===== config.mk =====
export PLATFORM = sky130hd
export DESIGN_NAME = cpu8_core
export DESIGN_NICKNAME = d
export VERILOG_FILES = /design/src/rtl/cpu8_pkg.sv /design/src/rtl/cpu8_seq.sv /design/src/rtl/cpu8_decode.sv /design/src/rtl/cpu8_regfile.sv /design/src/rtl/cpu8_alu.sv /design/src/rtl/cpu8_mem.sv /design/src/rtl/cpu8_core.sv
export SDC_FILE = /design/constraint.sdc
export NUM_CORES = 1
export LEC_CHECK = 0
export ABC_AREA = 0
export BUFFER_PORTS_ARGS = -buffer_cell sky130_fd_sc_hd__buf_2
export CORE_AREA = 8 8 136 150
export CTS_CLUSTER_SIZE = 20
export DETAILED_ROUTE_END_ITERATION = 16
export DIE_AREA = 0 0 144 158
export GPL_ROUTABILITY_DRIVEN = 0
export PLACE_DENSITY_LB_ADDON = 0.08
export SYNTH_ARGS = -nofsm -noshare
export SYNTH_HDL_FRONTEND = slang
export SYNTH_SLANG_ARGS = --single-unit

===== constraint.sdc =====
create_clock -name clk -period 6.87 [get_ports clk]
set_input_delay 0.687 -clock clk [delete_from_list [all_inputs] [get_ports clk]]
set_output_delay 0.687 -clock clk [all_outputs]
set_load 0.05 [all_outputs]

===== src/rtl/cpu8_pkg.sv =====
package cpu8_pkg;
  localparam int DW     = 8;
  localparam int NREG   = 8;
  localparam int RIDX_W = 3;
  localparam int FN_W   = 2;

  localparam logic [RIDX_W-1:0] IDX_INS_LO = 3'd5;
  localparam logic [RIDX_W-1:0] IDX_INS_HI = 3'd6;
  localparam logic [RIDX_W-1:0] IDX_PC     = 3'd7;
  localparam logic [FN_W-1:0]   FN_ADD     = 2'd0;

  typedef enum logic [2:0] {
    PH_FETCH_LO = 3'd0,
    PH_BUMP_LO  = 3'd1,
    PH_FETCH_HI = 3'd2,
    PH_BUMP_HI  = 3'd3,
    PH_EXEC     = 3'd4
  } phase_e;

  typedef struct packed {
    logic              is_mem;
    logic              use_imm;
    logic              wr_mem;
    logic [FN_W-1:0]   fn;
    logic [RIDX_W-1:0] dst;
    logic [RIDX_W-1:0] sa;
    logic [RIDX_W-1:0] sd;
    logic [DW-1:0]     imm;
  } ctl_t;
endpackage


===== src/rtl/cpu8_seq.sv =====
module cpu8_seq
  import cpu8_pkg::*;
(
  input  logic   clk,
  input  logic   rst_n,
  output phase_e phase
);
  always_ff @(posedge clk or negedge rst_n) begin
    if (!rst_n)              phase <= PH_FETCH_LO;
    else if (phase == PH_EXEC) phase <= PH_FETCH_LO;
    else                     phase <= phase_e'(phase + 3'd1);
  end


  phase_legal_chk: assert property (@(posedge clk) disable iff (!rst_n)
    phase <= PH_EXEC);

  phase_wrap_chk: assert property (@(posedge clk) disable iff (!rst_n)
    (phase == PH_EXEC) |=> (phase == PH_FETCH_LO));

  phase_adv_chk: assert property (@(posedge clk) disable iff (!rst_n)
    (phase != PH_EXEC) |=> (phase != PH_FETCH_LO));
endmodule


===== src/rtl/cpu8_decode.sv =====
module cpu8_decode
  import cpu8_pkg::*;
(
  input  phase_e        phase,
  input  logic [DW-1:0] ins_lo,
  input  logic [DW-1:0] ins_hi,
  output ctl_t          ctl
);
  // injected fetch operations: byte load through the PC, or PC += 1
  function automatic ctl_t micro_op(input logic is_load, input logic [RIDX_W-1:0] dst);
    ctl_t c;
    c.is_mem  = is_load;
    c.use_imm = !is_load;
    c.wr_mem  = 1'b0;
    c.fn      = FN_ADD;
    c.dst     = dst;
    c.sa      = IDX_PC;
    c.sd      = dst;
    c.imm     = DW'(1);
    return c;
  endfunction

  always_comb begin
    case (phase)
      PH_FETCH_LO: ctl = micro_op(1'b1, IDX_INS_LO);
      PH_BUMP_LO:  ctl = micro_op(1'b0, IDX_PC);
      PH_FETCH_HI: ctl = micro_op(1'b1, IDX_INS_HI);
      PH_BUMP_HI:  ctl = micro_op(1'b0, IDX_PC);
      default: begin
        ctl.is_mem  = ins_lo[0];
        ctl.use_imm = ins_lo[1];
        ctl.wr_mem  = ins_lo[2];
        ctl.fn      = ins_lo[4:3];
        ctl.dst     = ins_lo[7:5];
        ctl.sa      = ins_hi[2:0];
        ctl.sd      = ins_lo[1] ? ins_lo[7:5] : ins_hi[5:3];
        ctl.imm     = ins_hi;
      end
    endcase
  end
endmodule


===== src/rtl/cpu8_regfile.sv =====
module cpu8_regfile #(
  parameter int NR = 8,
  parameter int W  = 8,
  localparam int AW = $clog2(NR)
) (
  input  logic          clk,
  input  logic          rst_n,
  input  logic [AW-1:0] ra_a,
  input  logic [AW-1:0] ra_d,
  input  logic          we,
  input  logic [AW-1:0] wa,
  input  logic [W-1:0]  wd,
  output logic [W-1:0]  rd_a,
  output logic [W-1:0]  rd_d,
  output logic [NR*W-1:0] dbg
);
  logic [W-1:0] q [NR];

  always_ff @(posedge clk or negedge rst_n) begin
    if (!rst_n) begin
      for (int i = 0; i < NR; i++) q[i] <= '0;
    end else if (we) begin
      q[wa] <= wd;
    end
  end

  assign rd_a = q[ra_a];
  assign rd_d = q[ra_d];

  for (genvar g = 0; g < NR; g++) begin : g_reg
    assign dbg[g*W +: W] = q[g];


    reg_write_chk: assert property (@(posedge clk) disable iff (!rst_n)
      (we && int'(wa) == g) |=> (q[g] == $past(wd)));

    reg_hold_chk: assert property (@(posedge clk) disable iff (!rst_n)
      !(we && int'(wa) == g) |=> $stable(q[g]));
  end
endmodule


===== src/rtl/cpu8_alu.sv =====
module cpu8_alu
  import cpu8_pkg::*;
(
  input  logic [FN_W-1:0] fn,
  input  logic [DW-1:0]   a,
  input  logic [DW-1:0]   d,
  output logic [DW-1:0]   res
);
  logic [DW-1:0] sum;
  assign sum = a + d;
  assign res = (fn == FN_ADD) ? sum : '0;
endmodule


===== src/rtl/cpu8_mem.sv =====
module cpu8_mem
  import cpu8_pkg::*;
#(
  parameter int ROM_DEPTH = 16,
  parameter int RAM_AW    = 4,
  parameter logic [ROM_DEPTH*DW-1:0] ROM_IMAGE = '0,
  localparam int ROM_AW    = $clog2(ROM_DEPTH),
  localparam int RAM_DEPTH = 1 << RAM_AW
) (
  input  logic          clk,
  input  logic          rst_n,
  input  logic [DW-1:0] addr,
  input  logic          we,
  input  logic [DW-1:0] wdata,
  output logic [DW-1:0] rdata
);
  logic [DW-1:0] ram [RAM_DEPTH];
  logic          in_rom;
  logic [DW-1:0] rom_byte;

  assign in_rom   = (addr[DW-1:ROM_AW] == '0);
  assign rom_byte = ROM_IMAGE[int'(addr[ROM_AW-1:0]) * DW +: DW];
  assign rdata    = in_rom ? rom_byte : ram[addr[RAM_AW-1:0]];

  always_ff @(posedge clk or negedge rst_n) begin
    if (!rst_n) begin
      for (int i = 0; i < RAM_DEPTH; i++) ram[i] <= '0;
    end else if (we && !in_rom) begin
      ram[addr[RAM_AW-1:0]] <= wdata;
    end
  end


  ram_store_chk: assert property (@(posedge clk) disable iff (!rst_n)
    (we && !in_rom) |=> (ram[$past(addr[RAM_AW-1:0])] == $past(wdata)));
endmodule


===== src/rtl/cpu8_core.sv =====
module cpu8_core
  import cpu8_pkg::*;
#(
  parameter int ROM_DEPTH = 16,
  parameter int RAM_AW    = 4,
  parameter logic [ROM_DEPTH*DW-1:0] ROM_IMAGE = 128'h0000_0000_0000_f8e2_0105_0102_0101_8022
) (
  input  logic             clk,
  input  logic             rst_n,
  output logic [2:0]       dbg_phase,
  output logic [NREG*DW-1:0] dbg_regs
);
  phase_e        phase;
  ctl_t          ctl;
  logic [DW-1:0] rd_a, rd_d, op_a, alu_res, mem_rdata, reg_wd;
  logic          store;

  cpu8_seq u_seq (.clk(clk), .rst_n(rst_n), .phase(phase));

  cpu8_decode u_dec (
    .phase (phase),
    .ins_lo(dbg_regs[int'(IDX_INS_LO)*DW +: DW]),
    .ins_hi(dbg_regs[int'(IDX_INS_HI)*DW +: DW]),
    .ctl   (ctl)
  );

  assign store  = ctl.is_mem & ctl.wr_mem;
  assign op_a   = ctl.use_imm ? ctl.imm : rd_a;
  assign reg_wd = ctl.is_mem ? mem_rdata : alu_res;

  cpu8_regfile #(.NR(NREG), .W(DW)) u_rf (
    .clk(clk), .rst_n(rst_n),
    .ra_a(ctl.sa), .ra_d(ctl.sd),
    .we(!store), .wa(ctl.dst), .wd(reg_wd),
    .rd_a(rd_a), .rd_d(rd_d), .dbg(dbg_regs)
  );

  cpu8_alu u_alu (.fn(ctl.fn), .a(op_a), .d(rd_d), .res(alu_res));

  cpu8_mem #(.ROM_DEPTH(ROM_DEPTH), .RAM_AW(RAM_AW), .ROM_IMAGE(ROM_IMAGE)) u_mem (
    .clk(clk), .rst_n(rst_n),
    .addr(rd_a), .we(store), .wdata(rd_d), .rdata(mem_rdata)
  );

  assign dbg_phase = phase;


  pc_bump_chk: assert property (@(posedge clk) disable iff (!rst_n)
    (phase == PH_BUMP_LO || phase == PH_BUMP_HI) |=>
      (dbg_regs[int'(IDX_PC)*DW +: DW] == $past(dbg_regs[int'(IDX_PC)*DW +: DW]) + 8'd1));

  store_hold_chk: assert property (@(posedge clk) disable iff (!rst_n)
    (phase == PH_EXEC && ctl.is_mem && ctl.wr_mem) |=> $stable(dbg_regs));

  alu_zero_chk: assert property (@(posedge clk) disable iff (!rst_n)
    (ctl.fn != FN_ADD) |-> (alu_res == '0));

  imm_operand_chk: assert property (@(posedge clk) disable iff (!rst_n)
    ctl.use_imm |-> (ctl.sd == ctl.dst));
endmodule


======== After elaboration in Yosys (flattened, before gate mapping) ========
Index checks and enable logic that the tools add are counted.
storage, ports and cells
  register bits after elaboration ......... 195
  latch bits .............................. 0
  bits in writable memories ............... 0
  ROM bits ................................ 0
  bits of input ports ..................... 2
  output and inout port bits .............. 67
  word-level logic and storage cells ...... 73
  memories kept ........................... 0
cells by class
  add/sub/neg operators ................... 2
  multiply operators ...................... 0
  divide/modulo/power cells ............... 0
  order comparisons ....................... 6
  eq/ne operators ......................... 4
  shift-type cells ........................ 1
  muxes and demuxes ....................... 22
  bitwise logic cells ..................... 5
  reduce and logical (&&, ||, !) cells .... 8
operators with widths
  kind                                                                          count
  128-bit bitwise mux                                                           1
  128-bit by 8-bit indexed part select with 8-bit output, first input constant  1
  8-bit two-way mux                                                             12
  22-bit case mux with 3 select lines                                           1
  64-bit bitwise mux                                                            1
  8-bit binary-select mux with 3-bit select                                     2
  8-bit binary-select mux with 4-bit select                                     1
  8-bit demux with 4-bit select                                                 1
  8-bit demux with 3-bit select                                                 1
  4-bit >= comparator, second input constant                                    3
  3-bit NOT with 4-bit output                                                   3
  8-bit adder                                                                   1
  3-bit by 2-bit == test with 1-bit output, second input constant               2
  3-bit two-way mux                                                             2
  5-bit >= comparator, second input constant                                    1
  5-bit by 1-bit less-than comparator with 1-bit output, second input constant  1
  4-bit NOT with 5-bit output                                                   1
  4-bit logical NOT                                                             1
  4-bit by 1-bit less-than comparator with 1-bit output, second input constant  1
  3-bit by 1-bit adder with 3-bit output, second input constant                 1
  3-bit by 1-bit == test with 1-bit output, second input constant               1
  3-bit == test, second input constant                                          1
  1-bit logical AND                                                             3
  3-bit logical NOT                                                             1
  other kinds (4)                                                               4

======== Depth between registers and ports, before layout ========
  word-level depth ........................ 14
  depth in mapped cells ................... 21
  gate-level depth less buffers ........... 19

======== Hierarchy ========
Synthesis repeated with hierarchy kept, for this count alone.
second synthesis, totals
  cells, all modules ...................... 723
  area total of the unflattened synthesis .. 10620.2 sq um
modules (own cells, without submodules)
  module        instances  cells an instance  area an instance (sq um)  seq. area each (sq um)
  cpu8_mem      1          413                6128.4                    3203.1
  cpu8_regfile  1          201                3539.6                    1601.5
  cpu8_alu      1          47                 344.1                     0.0
  cpu8_core     1          20                 274.0                     0.0
  cpu8_decode   1          32                 202.7                     0.0
  cpu8_seq      1          10                 131.4                     75.1

======== Worst setup path before layout ========
Ideal clock, no wire load.
  kind .................................... reg-to-reg
  start point ............................. register u_seq.phase[0]
  end point ............................... register u_rf.q, in the netlist u_rf.dbg[15]
  library setup time ...................... 143 ps
  data arrival time ....................... 5521 ps
  required time ........................... 6727 ps
  slack ................................... 1206 ps
  stages on the path, launching flop included .. 19
  buffers on the path ..................... 3
  clock period less this slack ............ 5664 ps
  cells stage by stage .................... dfrtp_1 -> ha_1 -> ha_1 -> buf_1 -> a211o_1 -> buf_1 -> mux4_2 -> mux2i_1 -> clkbuf_1 -> inv_1 -> ha_1 -> a21o_1 -> a211oi_1 -> o21bai_1 -> a21o_1 -> a21oi_1 -> xnor3_1 -> a22oi_1 -> o31ai_1
between the ends
  elaborated cells between the ends (all ways) .. 34
  classes of those cells .................. add/sub (1); order compare (2); eq/ne (3); shift (1); mux (17); bitwise (5); reduce/logical (5)
RTL lines
  element                                                                                               RTL line            text
  start, declared                                                                                       cpu8_seq.sv:6       output phase_e phase
  start signal, assigned                                                                                cpu8_seq.sv:11      else phase <= phase_e'(phase + 3'd1);
  3-bit by 1-bit == test with 1-bit output or 3-bit by 2-bit == test with 1-bit output (tied branches)  cpu8_decode.sv:24   case (phase)
  2-bit OR reduction (no source line)                                                                   --
  22-bit case mux with 3 select lines (*)                                                               cpu8_decode.sv:24
  3-bit NOT with 4-bit output (not written as such) (*)                                                 cpu8_regfile.sv:28  assign rd_d = q[ra_d];
  8-bit binary-select mux with 3-bit select (*)                                                         cpu8_regfile.sv:28
  8-bit two-way mux (not written as such) (*) (2 in a row)                                              cpu8_regfile.sv:28
  via rd_d[1]                                                                                           cpu8_core.sv:15     logic [DW-1:0] rd_a, rd_d, op_a, alu_res, mem_rdata, reg_wd;
  8-bit adder (*)                                                                                       cpu8_alu.sv:10      assign sum = a + d;
  8-bit two-way mux (*)                                                                                 cpu8_alu.sv:11      assign res = (fn == FN_ADD) ? sum : '0;
  8-bit two-way mux (*)                                                                                 cpu8_core.sv:29     assign reg_wd = ctl.is_mem ? mem_rdata : alu_res;
  64-bit bitwise mux (*)                                                                                cpu8_regfile.sv:23  q[wa] <= wd;
  end signal, assigned by index                                                                         cpu8_regfile.sv:23
  end, declared                                                                                         cpu8_regfile.sv:17  logic [W-1:0] q [NR];
Mark *: on every way through the listed nets, which the timed path passes. The rest lies on a longest branch. The select of a mux whose other input is x is not followed.
A chain may end at the register's enable or synchronous reset.

======== Worst setup path in the final report ========
  start point ............................. register u_seq.phase[0]
  end point ............................... register u_rf.q, in the netlist u_rf.dbg[23]
The elaborated chain is that of the path after synthesis.

==> impl_results.html <==
<table>
<tr><th>Metric</th><th>Value</th></tr>
<tr><th colspan="2">Run</th></tr>
<tr><td>Max-Cap Viols</td><td>0</td></tr>
<tr><th colspan="2">STA</th></tr>
<tr><td>Number of setup violations in the final report</td><td>0</td></tr>
<tr><td>RSZ-0062 raised after global routing</td><td>false</td></tr>
<tr><td>Max_slew headroom</td><td>0.1767</td></tr>
<tr><td>Minimum hold slack</td><td>0.4109 ns</td></tr>
<tr><td>Clock period minus final worst setup slack</td><td>around 5.6 ns</td></tr>
<tr><td>Worst-margin pin slew</td><td>about 1.2 ns</td></tr>
<tr><td>Final worst slack</td><td>around 1.3 ns</td></tr>
<tr><td>Sum of negative setup slack</td><td>0 ns</td></tr>
<tr><td>Hold violation total from the final report</td><td>0</td></tr>
<tr><td>Final worst clock skew</td><td>0.01428 ns</td></tr>
<tr><td>Max frequency</td><td>0.1799 GHz</td></tr>
<tr><td>Final clock period utilization by the worst path</td><td>0.8092</td></tr>
<tr><td>Fin. max-slew vios</td><td>0</td></tr>
<tr><th colspan="2">Critical path</th></tr>
<tr><td>Critical path start-end classification</td><td>reg2reg</td></tr>
<tr><td>Cells along the critical path</td><td>ha_1 -&gt; ha_1 -&gt; or4_1 -&gt; nand2_8 -&gt; nand2_1 -&gt; mux2i_1 -&gt; buf_4 -&gt; inv_1 -&gt; ha_1 -&gt; a21o_1 -&gt; a211oi_1 -&gt; o21bai_1 -&gt; a21o_1 -&gt; a21oi_1 -&gt; xnor3_1 -&gt; a22oi_1 -&gt; o31ai_1</td></tr>
<tr><td>Reg-to-reg critical path startpoint</td><td>u_seq.phase[0]$_DFF_PN0_</td></tr>
<tr><td>Category of the worst setup path capture point</td><td>flop</td></tr>
<tr><td>Startpoint type of the worst setup path</td><td>flop</td></tr>
<tr><td>Peak per-stage delay on the critical path</td><td>~0.7 ns</td></tr>
<tr><td>FF-to-FF path depth</td><td>17</td></tr>
<tr><td>Critical path's most frequent cell</td><td>ha_1</td></tr>
<tr><td>Critical path fanouts, max</td><td>18</td></tr>
<tr><td>Worst-case register-to-register setup slack</td><td>roughly 1.3 ns</td></tr>
<tr><td>WP data required</td><td>slightly above 7 ns</td></tr>
<tr><td>Critical path buffers and inverters</td><td>2</td></tr>
<tr><td>Critical register-to-register path endpoint</td><td>u_rf.dbg[23]$_DFFE_PN0P_</td></tr>
<tr><td>Largest delay share family, worst path</td><td>compound AO/OA/AOI/OAI gates</td></tr>
<tr><td>Critical Path Slowest Stage Cell</td><td>or4_1</td></tr>
<tr><td>CP arrival</td><td>around 5.9 ns</td></tr>
<tr><th colspan="2">CTS</th></tr>
<tr><td>CTS buffer count</td><td>17</td></tr>
<tr><td>Root Buffer</td><td>clkbuf_16</td></tr>
<tr><td>Clock transition at path regs</td><td>0.08 ns</td></tr>
<tr><td>Number of sinks on the clock net</td><td>approximately 200</td></tr>
<tr><td>Post-CTS Hold Buffers</td><td>0</td></tr>
<tr><td>Worst-case clock buffer depth</td><td>2</td></tr>
<tr><td>Clock tree from TritonCTS</td><td>done</td></tr>
<tr><td>Post-CTS Resized</td><td>0</td></tr>
<tr><td>Skew-Pair Late Insertion Delay</td><td>approximately 0.44 ns</td></tr>
<tr><td>Maximum level of the CTS H-tree</td><td>4</td></tr>
<tr><td># Post-CTS Setup Buffers</td><td>0</td></tr>
<tr><th colspan="2">Floorplanning</th></tr>
<tr><td>Core box area</td><td>approximately 0.018 sq mm</td></tr>
<tr><td>Die span in x</td><td>approximately 140 microns</td></tr>
<tr><td>Initial standard-cell utilization of the core</td><td>0.5827</td></tr>
<tr><td>Die Span Y</td><td>approximately 160 microns</td></tr>
<tr><td>Count of pins on the block boundary</td><td>69</td></tr>
<tr><td>Number of rows in the core area</td><td>52</td></tr>
<tr><td>Die outline area</td><td>0.02275 sq mm</td></tr>
<tr><th colspan="2">Layout</th></tr>
<tr><td>Synthesis-to-layout area growth</td><td>11.28%</td></tr>
<tr><td>Final Cell Area</td><td>0.01169 sq mm</td></tr>
<tr><td>Share of the core filled with cells in the final layout</td><td>0.6484</td></tr>
<tr><td>Nets</td><td>roughly 1.1k</td></tr>
<tr><td>Count of placed standard cells in the final layout, fillers left out</td><td>1369</td></tr>
<tr><td># diodes</td><td>0</td></tr>
<tr><td>Fraction of final layout cells sized beyond drive strength 1</td><td>0.1856</td></tr>
<tr><th colspan="2">Synthesis</th></tr>
<tr><td>Sequential-to-total area share from yosys stat</td><td>0.4647</td></tr>
<tr><td>Area share of the leading cell type in the synthesized netlist</td><td>0.4647</td></tr>
<tr><td>Top area cells in the synthesized netlist</td><td>dfrtp_1, mux2i_1, nand2_1, o21ai_0, mux4_2</td></tr>
<tr><td>Post-synthesis sequential element count</td><td>just under 200</td></tr>
<tr><td>Most common cell in the synthesized netlist</td><td>dfrtp_1</td></tr>
<tr><td>Mapped Nets</td><td>1078</td></tr>
<tr><td>Number of synthesized flops with an enable pin</td><td>0</td></tr>
<tr><td>Synth cell types</td><td>72</td></tr>
<tr><td>Most used flip-flop cell after synthesis</td><td>dfrtp_1</td></tr>
<tr><td>Warnings from Yosys</td><td>0</td></tr>
<tr><td>Synth cell count leaders</td><td>dfrtp_1, nand2_1, o21ai_0, mux2i_1, nor2_1</td></tr>
<tr><td>Async set or reset register ratio after synthesis</td><td>1.000</td></tr>
<tr><td>Netlist area before placement</td><td>0.01050 sq mm</td></tr>
<tr><td>Synthesized area per cell</td><td>between 9 and 10 sq um</td></tr>
<tr><td>Gate count of the mapped netlist</td><td>1063</td></tr>
<tr><td>Synth area leader</td><td>dfrtp_1</td></tr>
<tr><th colspan="2">Pwr</th></tr>
<tr><td>Switching fraction of total power</td><td>0.2323</td></tr>
<tr><td>P per Cell Area</td><td>approximately 190 mW/mm^2</td></tr>
<tr><td>Leakage Power</td><td>between 5 and 6 nW</td></tr>
<tr><td>Sequential power share</td><td>0.516</td></tr>
<tr><td>Sum of internal, switching and leakage power</td><td>roughly 2.2 mW</td></tr>
<tr><td>Logic pwr share</td><td>0.010</td></tr>
<tr><td>Worst voltage drop across the vdd grid</td><td>around 160 uV</td></tr>
<tr><td>Clk pwr share</td><td>0.473</td></tr>
<tr><td>Switching power total</td><td>0.5159 mW</td></tr>
<tr><td>Internal power consumption</td><td>1.705 mW</td></tr>
<tr><th colspan="2">GRT</th></tr>
<tr><td>Grt total ovfl</td><td>0</td></tr>
<tr><td>Number of global-route vias before repair</td><td>8644</td></tr>
<tr><td>Global routing usage on met1</td><td>0.3628</td></tr>
<tr><td>Global-route wire length before repair</td><td>approximately 49000 microns</td></tr>
<tr><td>Busiest layer in global routing</td><td>met2</td></tr>
<tr><td>Pin count of the biggest net entering global routing</td><td>between 100 and 150</td></tr>
<tr><td>Fraction of met2 tracks used by global routing</td><td>0.4717</td></tr>
<tr><td>Antenna violations before repair</td><td>0</td></tr>
<tr><td>Met3 global-route usage</td><td>0.05339</td></tr>
<tr><td>Global router's overall resource usage</td><td>0.2869</td></tr>
<tr><th colspan="2">Routing</th></tr>
<tr><td>Vias after detailed routing</td><td>roughly 8.7k</td></tr>
<tr><td>Remaining number of nets flagged by the antenna check after routing</td><td>0</td></tr>
<tr><td>Total iterations of the first detailed-routing run</td><td>6</td></tr>
<tr><td>Remaining design rule violation count</td><td>0</td></tr>
<tr><td>Final routed wire length divided by cell count</td><td>roughly 23 microns</td></tr>
<tr><td>Total length of routed wires</td><td>between 30000 and 40000 microns</td></tr>
<tr><td>Ratio of routed vias to standard cells</td><td>6.351</td></tr>
<tr><td>Number of DRC markers in iteration 0</td><td>904</td></tr>
<tr><th colspan="2">Placed design</th></tr>
<tr><td>Cell total after placement</td><td>1337</td></tr>
<tr><td>Cell area after placement</td><td>~0.011 sq mm</td></tr>
<tr><td>Detailed Place HPWL</td><td>21870 microns</td></tr>
<tr><td>Worst-case setup slack after placement</td><td>about 1.5 ns</td></tr>
<tr><td>IO buf count</td><td>68</td></tr>
<tr><th colspan="2">Status</th></tr>
<tr><td>Status</td><td>finished, final reports clean</td></tr>
<tr><th colspan="2">Min path</th></tr>
<tr><td>Type of the tightest min-delay check</td><td>in2async</td></tr>
</table>
## cells in the final DEF (no fill, tap or decap), types with 21 or more instances in the layout
master,n
dfrtp_1,195
nand2_1,193
o21ai_0,116
mux2i_1,79
nor2_1,74
buf_2,67
mux2_2,43
a21oi_1,40
o21ai_1,29
mux4_2,23
inv_1,21
## area by class of cell
class	instances	area, sq um
clock inverters	15	192.7
fillers	1505	6336
multi-input cells	788	5299
inverters	23	86.33
well taps	243	304.0
clock buffers	17	425.4
repair buffers	88	499.2
flip-flops and latches	195	4880
## worst max-delay path by stage
stage | start | to | slack, ns | cells after the start
detailed placement | u_seq.phase[2]$_DFF_PN0_ | u_rf.dbg[23]$_DFFE_PN0P_ | 1.49 | 16
finish | u_seq.phase[0]$_DFF_PN0_ | u_rf.dbg[23]$_DFFE_PN0P_ | 1.31 | 17
global placement | u_seq.phase[0]$_DFF_PN0_ | u_rf.dbg[15]$_DFFE_PN0P_ | 1.56 | 17
CTS | u_seq.phase[2]$_DFF_PN0_ | u_rf.dbg[23]$_DFFE_PN0P_ | 1.42 | 16
floorplan | u_seq.phase[0]$_DFF_PN0_ | u_rf.dbg[15]$_DFFE_PN0P_ | 1.21 | 18
global route | u_seq.phase[2]$_DFF_PN0_ | u_rf.dbg[39]$_DFFE_PN0P_ | 0.86 | 17
## routing by layer
layer | part of all wire | routed length (microns) | up-vias
li1 | - | - | 3957
met1 | 0.41 | 12830 | 4268
met2 | 0.48 | 15060 | 381
met3 | 0.064 | 1982 | 88
met4 | 0.043 | 1330 | 0
met5 | 0 | 0 | -
## registers in the layout, indices dropped and copies added, names as in the netlist
register     flops
u_seq.phase      3
u_rf.dbg        64
u_mem.ram      128
## power groups by stage
stage	clock network, mW	logic, mW	registers, mW
after floorplan	0	0.00000230	1.17
after global placement	0	0.0244	1.17
after detailed placement	0	0.0244	1.17
after CTS	1.06	0.0243	1.15
after global routing	1.10	0.0271	1.15
final	1.05	0.0227	1.15
## logic make-up (layout without fill, tap and decap cells)
group	count (synthesis)	after routing	share of synthesized area
xor+xnor	4	4	0.004647
compound gates	286	286	0.1726
simple gates	340	340	0.1394
flops	195	195	0.4647
fa+ha+maj	13	13	0.01620
buf+inv	80	143	0.03169
mux	145	145	0.1707
Power figures use the tool's default switching activity.
